[config.mk]
export PLATFORM = sky130hd
export DESIGN_NAME = wdt_writeonce
export DESIGN_NICKNAME = d
export VERILOG_FILES = /design/src/rtl/wdt_pkg.sv /design/src/rtl/wdt_mode_ctl.sv /design/src/rtl/wdt_tick_sel.sv /design/src/rtl/wdt_counter.sv /design/src/rtl/wdt_writeonce.sv
export SDC_FILE = /design/constraint.sdc
export NUM_CORES = 1
export LEC_CHECK = 0
export ABC_AREA = 1
export BUFFER_PORTS_ARGS = -buffer_cell sky130_fd_sc_hd__buf_4
export CORE_MARGIN = 2
export CORE_UTILIZATION = 50
export CTS_CLUSTER_DIAMETER = 40
export DETAILED_ROUTE_END_ITERATION = 8
export PLACE_DENSITY = 0.8
export SETUP_SLACK_MARGIN = 0.4
export SLEW_MARGIN = 5
export SYNTH_ARGS = -nofsm -noshare
export SYNTH_HDL_FRONTEND = slang
export SYNTH_SLANG_ARGS = --single-unit
[constraint.sdc]
create_clock -name clk -period 3.4 [get_ports clk]
set_clock_uncertainty 0.15 [all_clocks]
set_input_delay 0 -clock clk [delete_from_list [all_inputs] [get_ports clk]]
set_output_delay 0 -clock clk [all_outputs]
set_load 0.02 [all_outputs]
[src/rtl/wdt_pkg.sv]
package wdt_pkg;

    // Controller states
    typedef enum logic [1:0] {
        ST_OPEN  = 2'd0,
        ST_ARMED = 2'd1,
        ST_HALT  = 2'd2,
        ST_PEND  = 2'd3
    } wdt_state_e;

    // Stored part of the mode register (bits 4:0)
    typedef struct packed {
        logic       halt;   // bit 4
        logic       hs;     // bit 3
        logic [2:0] sel;    // bits 2:0
    } wdt_mode_t;

    localparam wdt_mode_t MODE_RST  = '{halt: 1'b0, hs: 1'b0, sel: 3'd7};
    localparam logic [2:0] FIXED_TOP = 3'b011;

    // Apply the lock option to written data
    function automatic wdt_mode_t shape_mode(input logic [4:0] d, input logic lock);
        wdt_mode_t m;
        m.sel  = d[2:0];
        m.hs   = d[3] & ~lock;
        m.halt = d[4] & ~lock;
        return m;
    endfunction

endpackage

[src/rtl/wdt_mode_ctl.sv]
module wdt_mode_ctl
    import wdt_pkg::*;
(
    input  logic       clk,
    input  logic       rst_n,
    input  logic       opt_lock,
    input  logic       wr_en,
    input  logic       wr_full,
    input  logic [4:0] wr_low,
    input  logic       src_run,
    output wdt_mode_t  mode_q,
    output wdt_state_e st_q,
    output logic       cfg_load,
    output logic       refire
);

    wdt_state_e st_d;
    wdt_mode_t  mode_d;
    wdt_mode_t  shaped;
    logic       full_wr;

    assign full_wr = wr_en & wr_full;
    assign shaped  = shape_mode(wr_low, opt_lock);

    // Next-state logic
    always_comb begin
        st_d   = st_q;
        mode_d = mode_q;
        unique case (st_q)
            ST_OPEN: begin
                if (full_wr) begin
                    mode_d = shaped;
                    st_d   = shaped.halt ? ST_HALT : ST_ARMED;   // CFG_STOP / CFG_RUN
                end
            end
            ST_ARMED: begin
                if (full_wr && !src_run) begin
                    st_d = ST_PEND;                              // REWRITE_DEFER
                end
            end
            ST_PEND: begin
                if (src_run) begin
                    st_d = ST_ARMED;                             // RESUME
                end
            end
            ST_HALT: begin
                st_d = ST_HALT;
            end
        endcase
    end

    // State register
    always_ff @(posedge clk or negedge rst_n) begin
        if (!rst_n) begin
            st_q   <= ST_OPEN;
            mode_q <= MODE_RST;
        end else begin
            st_q   <= st_d;
            mode_q <= mode_d;
        end
    end

    // Outputs
    always_comb begin
        cfg_load = 1'b0;
        refire   = 1'b0;
        unique case (st_q)
            ST_OPEN:  cfg_load = full_wr;
            ST_ARMED: refire   = full_wr & src_run;              // REWRITE_FIRE
            ST_PEND:  refire   = src_run;                        // RESUME
            ST_HALT:  refire   = 1'b0;
        endcase
    end

    // once configured, never back to OPEN before reset
    p_open_once_r6: assert property (@(posedge clk) disable iff (!rst_n)
        (st_q != ST_OPEN) |=> (st_q != ST_OPEN));

    // a stopped timer stays stopped with its mode frozen
    p_halt_sticky_r9: assert property (@(posedge clk) disable iff (!rst_n)
        (st_q == ST_HALT) |=> (st_q == ST_HALT) && $stable(mode_q));

    // locked option keeps the internal source
    p_lock_int_r8: assert property (@(posedge clk) disable iff (!rst_n)
        (opt_lock && st_q != ST_OPEN) |-> (!mode_q.halt && !mode_q.hs));

    // a partial write leaves the mode untouched
    p_partial_r10: assert property (@(posedge clk) disable iff (!rst_n)
        (wr_en && !wr_full) |=> $stable(mode_q));

    // a pending request leaves PEND when the source runs
    p_pend_leave_r7: assert property (@(posedge clk) disable iff (!rst_n)
        (st_q == ST_PEND && src_run) |=> (st_q == ST_ARMED));

endmodule

[src/rtl/wdt_tick_sel.sv]
module wdt_tick_sel
    import wdt_pkg::*;
#(
    parameter int BASE_INT = 11,
    parameter int BASE_HS  = 13,
    parameter int EW       = 5
) (
    input  wdt_mode_t        mode,
    input  wdt_state_e       st,
    input  logic             ce_int,
    input  logic             ce_hs,
    input  logic             src_run,
    output logic             tick,
    output logic [EW-1:0]    expo
);

    localparam logic [EW-1:0] E_INT = EW'(BASE_INT);
    localparam logic [EW-1:0] E_HS  = EW'(BASE_HS);

    logic active;
    logic ce_sel;

    assign active = (st != ST_HALT) & ~mode.halt;
    assign ce_sel = mode.hs ? ce_hs : ce_int;
    assign tick   = active & src_run & ce_sel;
    assign expo   = (mode.hs ? E_HS : E_INT) + EW'(mode.sel);

endmodule

[src/rtl/wdt_counter.sv]
module wdt_counter #(
    parameter int CW = 20,
    parameter int EW = 5
) (
    input  logic          clk,
    input  logic          rst_n,
    input  logic          tick,
    input  logic          clear,
    input  logic [EW-1:0] expo,
    output logic          ovf
);

    logic [CW-1:0] cnt_q;
    logic [CW-1:0] lim;
    logic          at_lim;

    // Terminal value: expo low bits set
    always_comb begin
        for (int i = 0; i < CW; i++) begin
            lim[i] = (i < int'(expo));
        end
    end

    assign at_lim = (cnt_q == lim);
    assign ovf    = tick & ~clear & at_lim;

    always_ff @(posedge clk or negedge rst_n) begin
        if (!rst_n) begin
            cnt_q <= '0;
        end else if (clear) begin
            cnt_q <= '0;
        end else if (tick) begin
            cnt_q <= at_lim ? '0 : cnt_q + CW'(1);
        end
    end

    // counter never passes the terminal value
    p_cnt_bound_r3: assert property (@(posedge clk) disable iff (!rst_n)
        cnt_q <= lim);

    // a clear always lands the counter at zero
    p_kick_clear_r5: assert property (@(posedge clk) disable iff (!rst_n)
        clear |=> (cnt_q == '0));

endmodule

[src/rtl/wdt_writeonce.sv]
module wdt_writeonce
    import wdt_pkg::*;
#(
    parameter int BASE_INT = 11,
    parameter int BASE_HS  = 13
) (
    input  logic       clk,
    input  logic       rst_n,
    input  logic       opt_lock,
    input  logic       wr_en,
    input  logic       wr_full,
    input  logic [7:0] wr_data,
    input  logic       kick,
    input  logic       ce_int,
    input  logic       ce_hs,
    input  logic       src_run,
    output logic       rst_req,
    output logic [7:0] mode_rd
);

    localparam int EMAX = ((BASE_HS > BASE_INT) ? BASE_HS : BASE_INT) + 7;
    localparam int CW   = EMAX;
    localparam int EW   = $clog2(EMAX + 1);

    wdt_mode_t     mode_q;
    wdt_state_e    st_q;
    logic          cfg_load;
    logic          refire;
    logic          tick;
    logic [EW-1:0] expo;
    logic          ovf;
    logic          clr;
    logic          rst_req_q;
    logic          unused_top;

    assign unused_top = ^wr_data[7:5];

    wdt_mode_ctl u_ctl (
        .clk      (clk),
        .rst_n    (rst_n),
        .opt_lock (opt_lock),
        .wr_en    (wr_en),
        .wr_full  (wr_full),
        .wr_low   (wr_data[4:0]),
        .src_run  (src_run),
        .mode_q   (mode_q),
        .st_q     (st_q),
        .cfg_load (cfg_load),
        .refire   (refire)
    );

    wdt_tick_sel #(.BASE_INT(BASE_INT), .BASE_HS(BASE_HS), .EW(EW)) u_sel (
        .mode    (mode_q),
        .st      (st_q),
        .ce_int  (ce_int),
        .ce_hs   (ce_hs),
        .src_run (src_run),
        .tick    (tick),
        .expo    (expo)
    );

    assign clr = kick | cfg_load | refire;

    wdt_counter #(.CW(CW), .EW(EW)) u_cnt (
        .clk   (clk),
        .rst_n (rst_n),
        .tick  (tick),
        .clear (clr),
        .expo  (expo),
        .ovf   (ovf)
    );

    always_ff @(posedge clk or negedge rst_n) begin
        if (!rst_n) begin
            rst_req_q <= 1'b0;
        end else begin
            rst_req_q <= ovf | refire;
        end
    end

    assign rst_req = rst_req_q;
    assign mode_rd = {FIXED_TOP, mode_q};

    // a stopped timer never requests a reset
    p_halt_quiet_r9: assert property (@(posedge clk) disable iff (!rst_n)
        (st_q == ST_HALT) |=> !rst_req_q);

    // a deferred rewrite fires once the source runs
    p_pend_fire_r7: assert property (@(posedge clk) disable iff (!rst_n)
        (st_q == ST_PEND && src_run) |=> rst_req_q);

    // rewrite with a running source fires next cycle
    p_rewrite_fire_r6: assert property (@(posedge clk) disable iff (!rst_n)
        (st_q == ST_ARMED && wr_en && wr_full && src_run) |=> rst_req_q);

endmodule

# After elaboration in Yosys (flattened, before gate mapping)
# Cells that the tools add are included.
[word_totals]
register_bits = 28
latchBits = 0
ramBits = 0
romBits = 0
wordCells = 69
memories = 0
[op_classes]
addsub = 2
mul = 0
n_div = 0
magnitude_cmp = 20
eq_ne = 8
n_shift = 0
mux = 12
bitwise_logic = 15
reduce_logical = 6
[op_table]
columns = ["operator", "n"]
rows = [
  ["20-bit 2-to-1 mux", 3],
  ["4-bit by 5-bit less-than comparator with 1-bit output (first input constant)", 8],
  ["20-bit by 1-bit adder with 20-bit output (second input constant)", 1],
  ["20-bit == test", 1],
  ["3-bit by 5-bit less-than comparator with 1-bit output (first input constant)", 4],
  ["5-bit less-than comparator (first input constant)", 4],
  ["1-bit by 5-bit less-than comparator with 1-bit output (first input constant)", 2],
  ["2-bit by 5-bit less-than comparator with 1-bit output (first input constant)", 2],
  ["1-bit AND", 9],
  ["2-bit 2-to-1 mux", 4],
  ["2-bit one-hot mux with 4 select lines", 1],
  ["5-bit by 3-bit adder with 5-bit output", 1],
  ["2-bit == test (second input constant)", 2],
  ["2-bit by 1-bit inequality test with 1-bit output (second input constant)", 2],
  ["2-bit inequality test (second input constant)", 2],
  ["3-bit 2-to-1 mux", 1],
  ["1-bit NOT", 3],
  ["1-bit bitwise OR", 3],
  ["3-bit AND reduction", 1],
  ["2-bit by 1-bit == test with 1-bit output (second input constant)", 1],
  ["2-bit zero test", 1],
  ["1-bit 2-to-1 mux", 2],
  ["1-bit one-hot mux with 2 select lines", 1],
  ["2-bit AND reduction", 1],
  ["other kinds (3)", 3],
]

# Depth between registers and ports, before layout
[depth]
word_depth = 8
depth_mapped = 19
ltp_nobuf = 17

# Cells and area by module
# Synthesis repeated with hierarchy kept, for this count alone.
[unflattened]
hier_cells = 431
hier_area_um2 = 2558.7
[by_module_without_submodules]
columns = ["mod", "n_inst", "cells_per_inst", "area_per_inst_um2", "seq_area_each_um2"]
rows = [
  ["wdt_counter", 1, 338, 1905.6, 500.5],
  ["wdt_mode_ctl", 1, 56, 426.7, 178.9],
  ["wdt_tick_sel", 1, 27, 153.9, 0.0],
  ["wdt_writeonce", 1, 10, 72.6, 25.0],
]

# Worst setup path before layout
# No wires, ideal clock.
[synth_timing]
path_type = "reg2reg"
startpoint = "register u_ctl.mode_q[0] (netlist name)"
endpoint = "register u_cnt.cnt_q[0]"
setup_time_ns = 0.116
arrival_ns = 2.770
t_required_ns = 3.134
slack_ns = 0.363
stages_incl_launch_ff = 16
n_path_buf = 1
cell_sequence = "dfstp_2 -> inv_1 -> fa_1 -> inv_1 -> fa_1 -> nor2_4 -> nand3_1 -> nand2_1 -> nand2_1 -> nor2_1 -> nor2_1 -> nor2_1 -> nand3_2 -> buf_6 -> nand2_1 -> nand2_1"
[synth_between]
elab_chain_cells = 6
word_cells_on_any_way = 25
classes_between = "add/sub: 1; order compare: 20; eq/ne: 1; mux: 3"
[synth_rtl]
columns = ["item", "line", "rtl"]
rows = [
  ["5-bit by 3-bit adder with 5-bit output (*)", "wdt_tick_sel.sv:26", "assign expo = (mode.hs ? E_HS : E_INT) + EW'(mode.sel);"],
  ["1-bit by 5-bit less-than comparator with 1-bit output, or another cell as far along", "wdt_counter.sv:20", "lim[i] = (i < int'(expo));"],
  ["20-bit == test (*)", "wdt_counter.sv:24", "assign at_lim = (cnt_q == lim);"],
  ["20-bit 2-to-1 mux (*)", "wdt_counter.sv:33", "cnt_q <= at_lim ? '0 : cnt_q + CW'(1);"],
  ["20-bit 2-to-1 mux (*)", "wdt_counter.sv:32", "end else if (tick) begin"],
  ["20-bit 2-to-1 mux (*)", "wdt_counter.sv:30", "end else if (clear) begin"],
  ["end signal: assignment", "wdt_counter.sv:33", ""],
  ["end: declaration", "wdt_counter.sv:13", "logic [CW-1:0] cnt_q;"],
]
# Mark *: on every way between the ends. The rest lies on a longest branch, timed or not. The select of a mux whose other input is x is not followed.
# A chain may end at the register's enable or synchronous reset.

# Final worst setup path
[layout_timing]
startpoint = "register u_ctl.mode_q[0] (netlist name)"
endpoint = "register rst_req_q, in the netlist rst_req"
[layout_between]
elab_chain_cells = 5
word_cells_on_any_way = 24
classes_between = "add/sub: 1; order compare: 20; eq/ne: 1; bitwise: 2"
[layout_rtl]
columns = ["item", "line", "rtl"]
rows = [
  ["5-bit by 3-bit adder with 5-bit output (*)", "wdt_tick_sel.sv:26", ""],
  ["1-bit by 5-bit less-than comparator with 1-bit output, or another cell as far along", "wdt_counter.sv:20", ""],
  ["20-bit == test (*)", "wdt_counter.sv:24", ""],
  ["1-bit AND (*)", "wdt_counter.sv:25", "assign ovf = tick & ~clear & at_lim;"],
  ["1-bit bitwise OR (*)", "wdt_writeonce.sv:77", "rst_req_q <= ovf | refire;"],
  ["end signal: assignment", "wdt_writeonce.sv:77", ""],
  ["end: declaration", "wdt_writeonce.sv:33", "logic rst_req_q;"],
]
# Mark *: on every way between the ends. The rest lies on a longest branch, timed or not.

==> out/metrics.csv <==
stage;metric;value;unit
detailed_routing;via_per_inst;5.309;
die;die_x;74.21;um
finish;final_cell_count_no_fill;501;
synthesis;synthFlopType;dfrtp_1;
cts;clk_latency;0.28;ns
synthesis;ys_warn_count;0;
critical_path;cpLargestDelayFamily;simple AND/OR/NAND/NOR gates;
finish;fill_cells;426;
cts;cts_root_buf;clkbuf_8;
detailed_routing;drc;0;
global_route;overflow;0;
flow_run;drv_cap;0;
cts;h-tree-depth;1;
sta;rsz0062_at_grt;true;
sta;finalHoldViolCount;0;
synthesis;ys_top_cells_by_area;dfrtp_1 25%, nand2_1 24%, inv_1 6.1%, nor2_1 5.9%, nand3_1 5.5%;
cts;cts_tree;built;
synthesis;synthMuxAreaShare;0;%
finish;stdcell_area;2978;um2
global_route;grt_pass1_wl;11260;um
critical_path;crit_fanout;5;
global_route;grt_use_total;26.25;%
critical_path;ff2ff_path_depth;15;
die;initial_utilization;52.19;%
critical_path;worstPathRequired;3.48;ns
detailed_routing;ant_nets;0;
detailed_routing;first_iter_violations;216;
power_and_ir_drop;leakage;1.410;nW
finish;area_growth;20.81;%
synthesis;syn_area;2465;um2
placed_design;dp_hpwl;4581;um
die;io_pins;26;
die;core;4723;um2
synthesis;yosysMostFrequentCell;nand2_1;
critical_path;endpoint_kind;register;
critical_path;crit_path_top_delay_cell;dfstp_2;
detailed_routing;wl;6671;um
synthesis;ys_ff_latch;28;
synthesis;synth-edff-count;0;
critical_path;worst_setup_path_start_kind;register;
finish;fin_nets;461;
die;die_h;74.21;um
sta;drv_slew;0;
sta;whs;0.02100;ns
synthesis;ys_seq_area_share;28.58;%
placed_design;place_inst;474;
sta;fin_setup_tns;0;ns
global_route;grt_start_max_net_pins;29;
worst_hold_path;hp-class;in2async;
power_and_ir_drop;power_density;840.9;nW/um2
global_route;grt_pass1_vias;2461;
sta;min_period;3.060;ns
cts;cts_inserted_buffers;3;
placed_design;globalplace.congestion;0.9865;
synthesis;async_flop_share;100.0;%
global_route;top_usage_layer;met2;
sta;fmax;326.8;MHz
placed_design;placed_cell_area;2631;um2
cts;clk_pin_slew;0.10;ns
critical_path;path_class;reg2reg;
synthesis;syn_area_per_cell;6.209;um2
synthesis;synth_compound_area_share;5.888;%
critical_path;rr_startpoint;u_ctl.mode_q[0]$_DFFE_PN1P_;
critical_path;critPathArrivalTime;3.14;ns
critical_path;critPathBufInv;4;
global_route;use_met1;36.16;%
placed_design;portBuffers;19;
cts;clock_sinks;28;
die;rows;25;
global_route;grt.met2_usage;43.25;%
outcome;run_status;finished clean;
synthesis;synth_simple_gate_area_share;46.70;%
detailed_routing;wire_per_inst;13.32;um
detailed_routing;via_count;2660;
synthesis;synth_cell_types;31;
cts;clock_path_buffers;2;
synthesis;synth_area_leader_cell;dfrtp_1;
global_route;grt_util_met3;3.659;%
critical_path;path_depth;15;
finish;layout-drive-gt1-share;19.35;%
synthesis;synth_top_family_by_area;simple AND/OR/NAND/NOR gates;
detailed_routing;dr.pass1.iters;4;
critical_path;path_cells;inv_4 > fa_2 > inv_2 > fa_2 > nor2_4 > nand4_1 > nor2_2 > nor2_1 > nor2_1 > nand2_1 > nor2_4 > buf_4 > buf_4 > nand4_1 > nand2_1;
synthesis;synth_xor_area_share;3.198;%
synthesis;netlist_top_cells_count;155 x nand2_1, 40 x inv_1, 39 x nor2_1;
global_route;antenna_found_initial;0;
die;dieArea;5507;um2
finish;diodes;0;
synthesis;synth_top_area_share;25.38;%
sta;period_share;90.00;%
finish;layout.area.seq;704.4;um2
sta;report.final.setup_viol;0;
synthesis;syn-instance-count;397;
synthesis;synth_adder_area_share;5.178;%
critical_path;critPathMaxStageDelay;0.58;ns
critical_path;critPathLaunch;u_ctl.mode_q[0]$_DFFE_PN1P_;
power_and_ir_drop;ir_drop;0.0004011;V
finish;multi_input_area;1592;um2
==> power breakdown <==
group          total (mW)  switching (mW)  internal, mW
combinational        1.83            1.16         0.674
clock               0.211           0.107         0.104
sequential          0.460          0.0644         0.396
total                2.50            1.33          1.17
==> sequential cells by signal, summed over array words and instances, names as in the netlist <==
| signal | count |
|---|---|
| u_ctl.st_q | 2 |
| rst_req | 1 |
| u_cnt.cnt_q | 20 |
| u_ctl.mode_q | 5 |
==> metrics by stage <==
| stage | power (mW) | util [%] | setup slack, ns |
|---|---|---|---|
| 4_1_cts | 2.379 | 61.56 | 0.3576 |
| 2_1_floorplan | 1.684 | - | 0.4255 |
| 6_report | 2.504 | 63.05 | 0.3399 |
| 3_3_place_gp | 1.937 | 55.71 | 0.2089 |
| 3_5_place_dp | 1.978 | 55.71 | 0.1485 |
| 5_1_grt | 2.755 | 63.05 | 0.1907 |
==> cells by family (layout without fill, tap and decap cells) <==
group,count (synthesis),count (layout)
xor gates and xnor gates,9,9
other,2,3
DFF,28,28
and+or+nand+nor,266,266
AOI/OAI and AO/OA,28,28
adders and majority gates,9,9
buffers and inverters,55,91
==> cell usage in the layout, fill, tap and decap left out, types with 3 or more instances in the layout <==
cell type,instances
dlygate4sd3_1,9
buf_6,4
inv_2,3
dfstp_2,3
nand3b_1,3
nor2_4,3
clkbuf_8,4
ha_1,7
nand2_2,22
dfrtp_1,25
o21ai_0,17
nand4_1,13
conb_1,3
nor2_1,37
xor2_1,8
a21oi_1,9
inv_1,36
buf_4,33
nor3_1,12
nand2_1,139
nand3_1,26
nand3_2,3
==> routing by layer <==
| metal | up-vias | wire length [um] |
|---|---|---|
| met2 | 90 | 3186 |
| li1 | 1327 | - |
| met5 | - | 0 |
| met4 | 0 | 141 |
| met3 | 17 | 474 |
| met1 | 1226 | 2868 |
==> worst paths after layout <==
kind | to | slack [ns]
setup / recovery | rst_req$_DFF_PN0_ | 0.34
hold reg to reg | u_ctl.mode_q[1]$_DFFE_PN1P_ | 0.38
min in group clk | rst_req$_DFF_PN0_ | 0.02
hold / removal | u_ctl.st_q[0]$_DFFE_PN0P_ | 0.02
setup reg to reg | rst_req$_DFF_PN0_ | 0.34
max in group asynchronous | u_ctl.mode_q[2]$_DFFE_PN1P_ | 2.77
==> layout make-up <==
type	instances	area share (%)
timing repair buffer	46	12.86
inverter	41	5.378
sequential	28	23.66
tap	67	2.815
multi-input combinational	315	53.45
clock buffer	4	1.849
==> what timing repair did <==
item,CTS,global route
endpoints found under the setup margin,21,21
resized for setup,18,16
cloned,2,0
hold buffers,9,0
setup buffers,9,3
endpoints found under the hold margin,35,0
pin swaps,11,8
(Power assumes the default switching activity.)
